$ cat src/rtl/adc_ofs_pkg.sv
package adc_ofs_pkg;
  typedef enum logic {
    FMT_TWOS = 1'b0,
    FMT_BIN  = 1'b1
  } out_fmt_e;
endpackage

$ cat src/rtl/ofs_cal_ctrl.sv
module ofs_cal_ctrl #(
  parameter int DW = 10,
  localparam int OW = DW + 1
) (
  input  logic                 clk,
  input  logic                 rst_n,
  input  logic                 soft_rst,
  input  logic                 cal_start,
  input  logic                 take,
  input  logic [DW-1:0]        sample,
  output logic                 busy,
  output logic signed [OW-1:0] offset
);
  localparam logic [OW-1:0] MID = OW'(1) << (DW - 1);

  logic cal_take;
  assign cal_take = take && busy;

  always_ff @(posedge clk or negedge rst_n) begin
    if (!rst_n) begin
      busy   <= 1'b0;
      offset <= '0;
    end else if (soft_rst) begin
      busy   <= 1'b0;
      offset <= '0;
    end else begin
      if (cal_take) begin
        offset <= $signed({1'b0, sample} - MID);
        busy   <= 1'b0;
      end
      if (cal_start) busy <= 1'b1;
    end
  end
endmodule

$ cat src/rtl/ofs_sub_sat.sv
module ofs_sub_sat #(
  parameter int DW = 10,
  localparam int OW = DW + 1,
  localparam int XW = DW + 2
) (
  input  logic [DW-1:0]        raw,
  input  logic signed [OW-1:0] offset,
  output logic [DW-1:0]        corr
);
  localparam logic signed [XW-1:0] MAXC = XW'((1 << DW) - 1);

  logic signed [XW-1:0] diff;

  always_comb begin
    diff = $signed({2'b00, raw}) - {offset[OW-1], offset};
    if (diff < 0)          corr = '0;
    else if (diff > MAXC)  corr = '1;
    else                   corr = diff[DW-1:0];
  end
endmodule

$ cat src/rtl/ofs_out_stage.sv
module ofs_out_stage
  import adc_ofs_pkg::*;
#(
  parameter int DW = 10
) (
  input  logic          clk,
  input  logic          rst_n,
  input  logic          soft_rst,
  input  logic          load,
  input  logic [DW-1:0] corr,
  input  out_fmt_e      fmt,
  input  logic          out_ready,
  output logic          out_valid,
  output logic [DW-1:0] out_data
);
  logic [DW-1:0] coded;

  always_comb begin
    coded = corr;
    if (fmt == FMT_TWOS) coded[DW-1] = ~corr[DW-1];
  end

  always_ff @(posedge clk or negedge rst_n) begin
    if (!rst_n) begin
      out_valid <= 1'b0;
      out_data  <= '0;
    end else if (soft_rst) begin
      out_valid <= 1'b0;
    end else if (load) begin
      out_valid <= 1'b1;
      out_data  <= coded;
    end else if (out_ready) begin
      out_valid <= 1'b0;
    end
  end
endmodule

$ cat src/rtl/adc_offset_fmt.sv
module adc_offset_fmt
  import adc_ofs_pkg::*;
#(
  parameter int DW = 10
) (
  input  logic          clk,
  input  logic          rst_n,
  input  logic          soft_rst,
  input  logic          cal_start,
  input  logic          fmt_bin,
  output logic          cal_busy,
  output logic          cal_zero_req,
  input  logic          in_valid,
  output logic          in_ready,
  input  logic [DW-1:0] in_data,
  output logic          out_valid,
  input  logic          out_ready,
  output logic [DW-1:0] out_data
);
  localparam int OW = DW + 1;

  logic                 take;
  logic                 busy;
  logic signed [OW-1:0] offset;
  logic [DW-1:0]        corr;
  out_fmt_e             fmt;

  assign in_ready     = !soft_rst && (!out_valid || out_ready);
  assign take         = in_valid && in_ready;
  assign cal_busy     = busy;
  assign cal_zero_req = busy;
  assign fmt          = fmt_bin ? FMT_BIN : FMT_TWOS;

  ofs_cal_ctrl #(.DW(DW)) u_cal (
    .clk(clk), .rst_n(rst_n), .soft_rst(soft_rst), .cal_start(cal_start),
    .take(take), .sample(in_data), .busy(busy), .offset(offset)
  );

  ofs_sub_sat #(.DW(DW)) u_sub (
    .raw(in_data), .offset(offset), .corr(corr)
  );

  ofs_out_stage #(.DW(DW)) u_out (
    .clk(clk), .rst_n(rst_n), .soft_rst(soft_rst), .load(take && !busy),
    .corr(corr), .fmt(fmt), .out_ready(out_ready),
    .out_valid(out_valid), .out_data(out_data)
  );
endmodule


$ cat config.mk
export PLATFORM = sky130hd
export DESIGN_NAME = adc_offset_fmt
export DESIGN_NICKNAME = d
export VERILOG_FILES = /design/src/rtl/adc_ofs_pkg.sv /design/src/rtl/ofs_cal_ctrl.sv /design/src/rtl/ofs_sub_sat.sv /design/src/rtl/ofs_out_stage.sv /design/src/rtl/adc_offset_fmt.sv
export SDC_FILE = /design/constraint.sdc
export NUM_CORES = 1
export LEC_CHECK = 0
export ABC_AREA = 1
export BUFFER_PORTS_ARGS = -buffer_cell sky130_fd_sc_hd__buf_2
export CORE_ASPECT_RATIO = 1.5
export CORE_MARGIN = 2
export CORE_UTILIZATION = 54
export CTS_CLUSTER_SIZE = 14
export DETAILED_ROUTE_END_ITERATION = 16
export HOLD_SLACK_MARGIN = 0.12
export PLACE_DENSITY_LB_ADDON = 0.15
export SETUP_SLACK_MARGIN = 0.1
export SYNTH_ARGS = -nofsm -noshare
export SYNTH_HDL_FRONTEND = slang
export SYNTH_SLANG_ARGS = --single-unit
$ cat constraint.sdc
create_clock -name clk -period 2.4 [get_ports clk]
set_input_delay 0.6 -clock clk [delete_from_list [all_inputs] [get_ports clk]]
set_output_delay 0.6 -clock clk [all_outputs]
set_load 0.02 [all_outputs]
## Word-level counts from Yosys, hierarchy flattened

Cells that the tools add are included.
Widths: inputs -> output; s select.

- Flip-flop bits (word level): 23
- Input port bits: 17

- $add $sub $neg: 2
- Bitwise logic cells: 2
- Reduce and logical (&&, ||, !) cells: 12
- $lt $le $gt $ge: 2
- Multiplexer cells: 12

Operators by type and width:

| operator | number |
|---|---|
| $mux 11 | 2 |
| $mux 10 | 2 |
| $gt 12x11->1 const B | 1 |
| $lt 12x1->1 const B | 1 |
| $sub 11x11->12 | 1 |
| $sub 10x10->11 const B | 1 |
| $mux 1 | 8 |
| $reduce_bool 3->1 | 2 |
| $logic_and 1x1->1 | 4 |
| $logic_not 1->1 | 3 |
| $not 1->1 | 2 |
| $reduce_and 2->1 | 1 |
| $reduce_bool 2->1 | 1 |
| $logic_or 1x1->1 | 1 |

## Depth between registers and ports, before layout

Gate-level depths: netlist (run 1).

- Depth after elaboration: 8
- Mapped depth: 17
- Mapped depth without buffers: 17

## Modules after synthesis

Synthesis (run 1) repeated with hierarchy kept, for this count alone.

- Cells, all modules: 271
- Area, all modules: 1752.9 um^2

Modules (own cells, without submodules):

| module | seq. area each (um^2) | instances | cells each | area an instance (um^2) |
|---|---|---|---|---|
| ofs_sub_sat | 0.0 | 1 | 139 | 716.9 |
| ofs_cal_ctrl | 275.3 | 1 | 71 | 535.5 |
| ofs_out_stage | 275.3 | 1 | 53 | 454.2 |
| adc_offset_fmt | 0.0 | 1 | 8 | 46.3 |

## Least setup slack after synthesis (run 1)

OpenSTA, ideal clock, no wires.

- Path type: in2reg
- From: input in_data[0]
- To: register u_out.out_data[9]
- Setup time: 0.117 ns
- Data required time: 2.283 ns
- Cell stages on the path: 16
- Arrival: 2.020 ns
- Slack: 0.263 ns
- Buffers on the path: 0
- Path through: inv_1 > ha_1 > inv_1 > fa_1 > nand3_1 > nand3_2 > nand2_1 > nand2_2 > nand2_1 > nand2_1 > nand2_2 > nand2_4 > nand2_2 > nand3_1 > nand3_1 > nand2_1

- Longest elaborated chain between the ends: 6
- Elaborated cells between the ends (all ways): 7

RTL lines:

| what | line | text |
|---|---|---|
| start, declared | adc_offset_fmt.sv:15 | `input logic [DW-1:0] in_data,` |
| $sub 11x11->12 * | ofs_sub_sat.sv:15 | `diff = $signed({2'b00, raw}) - {offset[OW-1], offset};` |
| $gt 12x11->1 | ofs_sub_sat.sv:17 | `else if (diff > MAXC) corr = '1;` |
| $mux 10 | ofs_sub_sat.sv:17 |  |
| $mux 10 * | ofs_sub_sat.sv:16 | `if (diff < 0) corr = '0;` |
| $not 1->1 | ofs_out_stage.sv:20 | `if (fmt == FMT_TWOS) coded[DW-1] = ~corr[DW-1];` |
| $mux 1 * | ofs_out_stage.sv:20 |  |
| end signal, assigned | ofs_out_stage.sv:31 | `out_data <= coded;` |
| end, declared | ofs_out_stage.sv:14 | `output logic [DW-1:0] out_data` |

Every way passes the cells marked *; elsewhere a longest branch is shown, timed or not.
A chain may end at the register's enable or synchronous reset.

## Final worst setup path (run 1)

Same ends and word-level chain as after synthesis.

==> metrics, run 1 <==
gr usage total=21.6%; Hold Violations, Final=0; PwrDens=649 nW/µm²; total grt overflow=0; Worst Max-Slew Pin Slew=493 ps; I/O pins=31; layout cell share with drive strength beyond 1=24.7%; Sequential Power Share=40.4%; fmax=0.479 GHz; VDD IR max=0.357 mV; Routed Antenna Nets=0; area occupied by multi-input gates=858 µm²; Non-Filler Instances=268; CP Launch Type=primary input; Final Setup Violations=0; Fillers=239; antenna violations before repair=0; via count=1,383; Root Buffer=clkbuf_8; HP Class=in -> async; clk buf depth=2; final setup TNS=0 ps; dpl ws=-0.440 ps; post-CTS resize count=0; DRT Pass-1 Iters=4; register area share after synthesis=36.0%; Worst slew margin=67.1%; Synth Cell Area=1530 µm²; WL/cell=12.0 µm; H-tree depth=1; Die Y=69.1 µm; CTS Hold Buffers Added=0; Net Count, Synth=229; Switching Share=38.1%; post-route minimum period=2090 ps; clk sinks=22; Die Span X=47.4 µm; Worst Hold Margin=293 ps; CORE AREA=2680 µm²; yosys warns=0; Mapped Cells=200; clock share of power=19.6%; Tcrit/Tclk final=86.9%; worst-skew pair later-pin latency=260 ps; syn_area_per_cell=7.64 µm²; Post-DP Area=1720 µm²; worst-path fanout max=4; number of global-route vias before repair=1,320; max-cap viol count=0; row cnt=23; die footprint=3280 µm²; fin. max-slew vios=0; Setup Buffers After CTS=0; Crit. End Element=register; DR iter-0 viols=48; Setup WS post-layout=314 ps; largest net degree at the start of global routing=23; clock slew seen by the registers of the worst setup and hold paths=70 ps; Worst Path Required=2550 ps; vias per cell=5.16; detailed-route DRC error count=0; count of different cell masters after synthesis=30; fin area=1760 µm²; RSZ-0062 raised after global routing=false; Initial Util=57.1%; first-pass GRT wire length=5350 µm; port bufs=30; Critical Path AT=2240 ps; FF+latch count, synth=22; WL final=3230 µm; dpl cells=265; Total Power=1.14 mW; Nets=262; Max Clock Skew=1.74 ps; combinational power share=40.0%; diode count=0; TritonCTS Buffers=3; Register Area=551 µm²; Area growth syn-to-layout=15.4%; outcome=finished clean; CTS tree=done; Static Leak=0.978 nW; Core Util, Final=65.9%; Placer Congestion=0.949; sw power=0.435 mW; detailed placement HPWL=2550 µm; Cell Int Power=0.709 mW; Crit Path Category=in -> reg
==> worst paths after layout <==
path | end | from | depth (start not counted) | slack [ps]
worst max register to register | u_out.out_data[1]$_DFFE_PN0P_ | u_cal.offset[0]$_DFFE_PN0P_ | 14 | 420
min in group clk | u_out.out_data[5]$_DFFE_PN0P_ | u_out.out_data[5]$_DFFE_PN0P_ | 2 | 480
worst min-delay path | u_out.out_data[1]$_DFFE_PN0P_ | rst_n | 1 | 290
worst max-delay path | u_out.out_data[9]$_DFFE_PN0P_ | in_data[0] | 17 | 310
max in group asynchronous | u_cal.offset[3]$_DFFE_PN0P_ | rst_n | 1 | 1770
worst min register to register | u_out.out_data[5]$_DFFE_PN0P_ | u_out.out_data[5]$_DFFE_PN0P_ | 2 | 480
==> synth_stat cells (all sizes together) <==
| library cell | instances | share of area, % |
|---|---|---|
| a21oi | 10 | 3.8 |
| a31oi | 1 | 0.41 |
| a21o | 1 | 0.49 |
| clkbuf | 2 | 0.49 |
| nand4 | 2 | 1.2 |
| o21bai | 2 | 0.98 |
| o22ai | 1 | 0.41 |
| and3 | 1 | 0.41 |
| inv | 27 | 6.6 |
| xnor2 | 2 | 1.1 |
| buf | 2 | 0.82 |
| nor2 | 11 | 3.4 |
| xor2 | 5 | 2.9 |
| fa | 1 | 1.3 |
| nor3 | 1 | 0.66 |
| o21ai | 16 | 5.2 |
| nand2 | 62 | 17 |
| nand3 | 20 | 7.5 |
| dfrtp | 22 | 36 |
| ha | 11 | 9.0 |
==> layer usage <==
metal / vias up / wire (µm) / global-route usage [%]
li1: 705 / - / -
met1: 639 / 1350 / 25.5
met2: 28 / 1720 / 36.8
met3: 11 / 72 / 1.57
met4: 0 / 95 / 9.88
met5: - / 0 / 0
==> cells in the final DEF (no fill, tap or decap) <==
| cell type | Yosys | final |
|---|---|---|
| dfrtp_1 | 22 | 22 |
| nand2_1 | 52 | 52 |
| o21ai_1 | 7 | 7 |
| nand4_2 | 1 | 1 |
| xor2_1 | 5 | 5 |
| clkbuf_8 | 0 | 3 |
| fa_2 | 0 | 1 |
| a21o_1 | 1 | 1 |
| a31oi_1 | 1 | 1 |
| inv_1 | 25 | 25 |
| buf_4 | 1 | 2 |
| buf_2 | 1 | 30 |
| nand2_2 | 9 | 9 |
| nor3_2 | 1 | 1 |
| o21ai_0 | 9 | 9 |
| a21oi_2 | 2 | 2 |
| nand2_4 | 1 | 1 |
| nand3_1 | 17 | 17 |
| ha_1 | 11 | 11 |
| xnor2_1 | 2 | 2 |
| inv_2 | 2 | 2 |
| a21oi_1 | 8 | 8 |
| nor2_4 | 1 | 1 |
| nor2_1 | 9 | 9 |
| o22ai_1 | 1 | 1 |
| nand3_2 | 3 | 3 |
| nor2_2 | 1 | 1 |
| nand4_1 | 1 | 1 |
| o21bai_1 | 2 | 2 |
| and3_1 | 1 | 1 |
==> power by group through the flow <==
stage / clock network [mW] / registers (mW) / logic (mW)
floorplan: 0 / 0.533 / 0.264
global placement: 0 / 0.466 / 0.444
detailed placement: 0 / 0.469 / 0.455
CTS: 0.233 / 0.462 / 0.458
global route: 0.255 / 0.470 / 0.512
finish: 0.225 / 0.462 / 0.457
==> logic make-up after synthesis <==
group / count (synthesis) / share of synthesized area [%]
XOR/XNOR: 7 / 4.01
flip-flops: 22 / 36.0
buffers and inverters: 31 / 7.94
AND/OR/NAND/NOR: 97 / 30.4
AO/OA/AOI/OAI: 31 / 11.3
adder cells (fa/ha/maj): 12 / 10.3
==> area by class of cell <==
type / count / share of cell area (%)
Multi-Input combinational cell: 147 / 48.7
Inverter: 27 / 5.75
Clock buffer: 3 / 2.34
Sequential cell: 22 / 31.2
Timing Repair Buffer: 32 / 9.37
Tap cell: 37 / 2.63
==> worst max-delay path, cell delays in order <==
cell,delay [ps]
buf_2,100
inv_1,60
ha_1,130
inv_1,70
fa_2,360
nand3_1,130
nand3_2,100
nand2_1,80
nand2_2,70
nand2_1,70
nand2_1,60
nand2_2,100
nand2_4,70
nand2_2,60
nand3_1,60
nand3_1,80
nand2_1,50
==> flip-flops by register name, summed over array words and instances, names as in the netlist <==
| name | flops |
|---|---|
| u_cal.offset | 10 |
| u_out.out_data | 10 |
| u_cal.busy | 1 |
| u_out.out_valid | 1 |
(Power assumes the default switching activity.)
==> run 2, diff against run 1 <==
- CORE_UTILIZATION: 54 -> 57
- CTS_BUF_LIST: not set -> sky130_fd_sc_hd__clkbuf_8
==> metrics, run 2 (synthesis gave the netlist of run 1 again) <==
outcome=finished clean; Setup WS post-layout=323 ps; Initial Util=58.3%; Sequential Power Share=38.9%; WL final=3240 µm; Setup Buffers After CTS=0; clock slew seen by the registers of the worst setup and hold paths=80 ps; die footprint=3120 µm²; Root Buffer=clkbuf_8; Total Power=1.19 mW; largest stage delay on the critical path=410 ps; TritonCTS Buffers=3; gr usage total=24.1%; Tcrit/Tclk final=86.5%; Area growth syn-to-layout=16.1%; largest net degree at the start of global routing=23; total grt overflow=0; number of global-route vias before repair=1,328; fin. max-slew vios=0; Worst Path Required=2560 ps; CTS tree=done; CTS Hold Buffers Added=0; Max Clock Skew=1.78 ps; port bufs=30; combinational power share=38.4%; Crit Path Category=in -> reg; HP Class=in -> async; PwrDens=670 nW/µm²; sw power=0.447 mW; Fillers=235; detailed-route DRC error count=0; first-pass GRT wire length=5530 µm; Die Span X=46.3 µm; detailed placement HPWL=2500 µm; VDD IR max=0.370 mV; RSZ-0062 raised after global routing=false; worst-path fanout max=4; DRT Pass-1 Iters=5; Routed Antenna Nets=0; via count=1,399; Final Setup Violations=0; H-tree depth=1; dpl ws=42.8 ps; DR iter-0 viols=19; WL/cell=12.0 µm; Worst slew margin=66.7%; Hold Violations, Final=0; I/O pins=31; commonest cells after routing, fill and taps aside=nand2_1 (52), buf_2 (30), inv_1 (25); layout cell share with drive strength beyond 1=24.6%; Crit-path slowest cell=fa_1; Post-DP Area=1720 µm²; Cell Int Power=0.743 mW; max-cap viol count=0; post-route minimum period=2080 ps; worst-skew pair later-pin latency=270 ps; post-CTS resize count=0; clk sinks=22; commonest non-fill, non-tap cell in the layout=nand2_1; Critical Path AT=2240 ps; CP Launch Type=primary input; Crit. End Element=register; antenna violations before repair=0; Switching Share=37.6%; CORE AREA=2620 µm²; Critical Path, Cell by Cell=buf_2 -> inv_1 -> ha_1 -> inv_1 -> fa_1 -> nand3_1 -> nand3_2 -> nand2_1 -> nand2_2 -> nand2_1 -> nand2_1 -> nand2_2 -> nand2_4 -> nand2_2 -> nand3_1 -> nand3_1 -> nand2_1; clock share of power=22.7%; Static Leak=0.986 nW; clk buf depth=2; Die Y=67.4 µm; final setup TNS=0 ps; Placer Congestion=0.949; fmax=0.481 GHz; Nets=262; Top Registers=u_cal.offset (10), u_out.out_data (10); Worst Max-Slew Pin Slew=499 ps; diode count=0; vias per cell=5.20; CP dominant cell by count=nand2_1; fin area=1770 µm²; row cnt=23
==> run 2: layout make-up <==
type / instances / area, µm² / area share [%]
flip-flops and latches: 22 / 551 / 31.0
inverters: 27 / 101 / 5.71
clock buffers: 4 / 55.1 / 3.10
repair buffers: 32 / 165 / 9.31
well taps: 37 / 46.3 / 2.61
multi-input cells: 147 / 856 / 48.2
==> run 2: final timing paths <==
check	start	endpoint	slack [ps]	cells past startpoint
setup / recovery	in_data[0]	u_out.out_data[9]$_DFFE_PN0P_	320	17
hold / removal	rst_n	u_out.out_data[4]$_DFFE_PN0P_	290	1
setup reg to reg	u_cal.offset[0]$_DFFE_PN0P_	u_out.out_data[9]$_DFFE_PN0P_	440	15
hold reg to reg	u_out.out_data[3]$_DFFE_PN0P_	u_out.out_data[3]$_DFFE_PN0P_	480	2
max in group asynchronous	rst_n	u_out.out_valid$_DFFE_PN0P_	1770	1
min in group clk	u_out.out_data[3]$_DFFE_PN0P_	u_out.out_data[3]$_DFFE_PN0P_	480	2
==> run 2: metrics by stage <==
stage | std cells | hold WS, ps | utilization, %
after floorplan | 200 | 304 | -
after CTS | 269 | 309 | 67.7
after global placement | 265 | 456 | 65.6
after global routing | 269 | 332 | 67.7
final | 269 | 289 | 67.7
after detailed placement | 265 | 462 | 65.6
==> run 2: critical path: cells and delay by family <==
kind	cells	cell delay, ps
buffers and inverters	3	210
adders and majority gates	2	540
and+or+nand+nor	12	880
==> run 2: layer usage <==
| layer | part of all wire [%] | track usage (%) | vias up |
|---|---|---|---|
| met4 | 1.7 | 9.29 | 0 |
| li1 | - | - | 709 |
| met5 | 0 | 0 | - |
| met2 | 54 | 43.6 | 31 |
| met3 | 2.8 | 2.41 | 5 |
| met1 | 41 | 27.9 | 654 |
==> run 2: power by group through the flow <==
stage / combinational, mW / sequential (mW) / clock (mW)
2_1_floorplan: 0.264 / 0.533 / 0
3_3_place_gp: 0.444 / 0.466 / 0
3_5_place_dp: 0.455 / 0.471 / 0
4_1_cts: 0.461 / 0.463 / 0.279
5_1_grt: 0.521 / 0.472 / 0.295
6_report: 0.457 / 0.463 / 0.270
==> run 3, diff against run 2 <==
- CORE_UTILIZATION: 57 -> 55
==> metrics, run 3 (synthesis gave the netlist of run 1 again) <==
Final Setup Violations=0; Nets=262; commonest non-fill, non-tap cell in the layout=nand2_1; Core Util, Final=67.1%; row cnt=23; Non-Filler Instances=269; Placer Congestion=0.957; PwrDens=671 nW/µm²; fmax=0.472 GHz; Area growth syn-to-layout=16.3%; die footprint=3220 µm²; port bufs=30; via count=1,419; dpl cells=265; number of global-route vias before repair=1,335; Routed Antenna Nets=0; Die Span X=47.0 µm; Critical Path AT=2280 ps; Max Clock Skew=1.26 ps; final setup TNS=0 ps; fin. max-slew vios=0; highest metal used=met4; detailed placement HPWL=2600 µm; CTS Hold Buffers Added=0; CP dominant cell by count=nand2_1; commonest cells after routing, fill and taps aside=nand2_1 (52), buf_2 (30), inv_1 (25); antenna violations before repair=0; diode count=0; Critical Path, Cell by Cell=buf_2 -> inv_1 -> ha_1 -> inv_1 -> fa_2 -> nand3_1 -> nand3_2 -> nand2_1 -> nand2_2 -> nand2_1 -> nand2_1 -> nand2_2 -> nand2_4 -> nand2_2 -> nand3_1 -> nand3_1 -> nand2_1; gr usage total=22.7%; CTS tree=done; DRT Pass-1 Iters=4; Hold Violations, Final=0; largest stage delay on the critical path=370 ps; Worst slew margin=67.1%; Top Registers=u_cal.offset (10), u_out.out_data (10); Fillers=233; Crit Path Category=in -> reg; Worst Path Required=2570 ps; HP Class=in -> async; WP depth=17; Root Buffer=clkbuf_8; delay-heaviest family, CP=simple AND/OR/NAND/NOR gates; max-cap viol count=0; Setup Buffers After CTS=0; met1 wire length=1270 µm; post-route minimum period=2120 ps; clk sinks=22; Initial Util=57.7%; clk buf depth=2; VDD IR max=0.376 mV; worst-path fanout max=4; Crit. End Element=register; first-pass GRT wire length=5320 µm; outcome=finished clean; detailed-route DRC error count=0; clock slew seen by the registers of the worst setup and hold paths=80 ps; CP Launch Type=primary input; DR WL met3=128 µm; Register Area=551 µm²; DR iter-0 viols=48; I/O pins=31; WL final=3290 µm; layout cell share with drive strength beyond 1=25.0%; Worst Hold Margin=288 ps; CORE AREA=2650 µm²; RSZ-0062 raised after global routing=false; CP Buf/Inv Count=3; H-tree depth=1; Crit-path slowest cell=fa_2; WL/cell=12.2 µm; Met2 Wirelength=1830 µm; Worst Max-Slew Pin Slew=494 ps; area occupied by multi-input gates=858 µm²; vias per cell=5.28; Static Leak=0.986 nW; Tcrit/Tclk final=88.3%; total grt overflow=0; largest net degree at the start of global routing=23; worst-skew pair later-pin latency=270 ps; Worst R2R Path Depth=15; TritonCTS Buffers=3; Die Y=68.6 µm
==> run 3: cell count changes in the layout (fill, tap and decap cells not counted) <==
cell,delta
fa_1,-1
fa_2,+1
==> run 3: worst register-to-register path: cells and delay by family (launching register included) <==
kind / cells / cell delay (ps)
buffers and inverters: 1 / 70
AND/OR/NAND/NOR: 12 / 930
flip-flops: 1 / 360
adder cells (fa/ha/maj): 2 / 550
==> run 3: cell type report <==
cell class	instances	area share (%)
Inverter	27	5.70
Tap cell	37	2.61
Clock buffer	4	3.10
Multi-Input combinational cell	147	48.3
Sequential cell	22	31.0
Timing Repair Buffer	32	9.30
==> run 3: path summary, 6_finish.rpt <==
| kind | startpoint | end | slack [ps] |
|---|---|---|---|
| setup / recovery | in_data[0] | u_out.out_data[9]$_DFFE_PN0P_ | 280 |
| hold reg to reg | u_out.out_data[4]$_DFFE_PN0P_ | u_out.out_data[4]$_DFFE_PN0P_ | 480 |
| max in group asynchronous | rst_n | u_cal.offset[6]$_DFFE_PN0P_ | 1780 |
| setup reg to reg | u_cal.offset[0]$_DFFE_PN0P_ | u_out.out_data[9]$_DFFE_PN0P_ | 410 |
| min in group clk | u_out.out_data[4]$_DFFE_PN0P_ | u_out.out_data[4]$_DFFE_PN0P_ | 480 |
| hold / removal | rst_n | u_out.out_data[2]$_DFFE_PN0P_ | 290 |
==> run 3: layer usage <==
| layer | GRT usage (%) | vias to the layer above |
|---|---|---|
| met1 | 25.0 | 656 |
| met5 | 0 | - |
| met2 | 41.1 | 46 |
| met3 | 2.34 | 9 |
| met4 | 11.5 | 0 |
| li1 | - | 708 |
==> run 3: repair_timing <==
action / in CTS / in global routing
endpoints found under the hold margin: 0 / 0
setup endpoints to repair: 0 / 1
resized for setup: 0 / 1
==> run 3: per-stage QoR <==
stage | instance area (µm²) | worst slack (ps) | power, mW
after floorplan | 1530 | 263 | 0.797
after global placement | 1720 | 79.6 | 0.911
after detailed placement | 1720 | -32.2 | 0.928
after CTS | 1770 | 215 | 1.20
after global routing | 1780 | 119 | 1.28
final | 1780 | 281 | 1.19
==> run 3: power breakdown <==
| part | leakage, nW | internal [mW] | switching [mW] |
|---|---|---|---|
| Combinational | 0.672 | 0.164 | 0.295 |
| Clock | 0.0288 | 0.146 | 0.123 |
| Sequential | 0.285 | 0.433 | 0.0302 |
| Total | 0.986 | 0.743 | 0.449 |
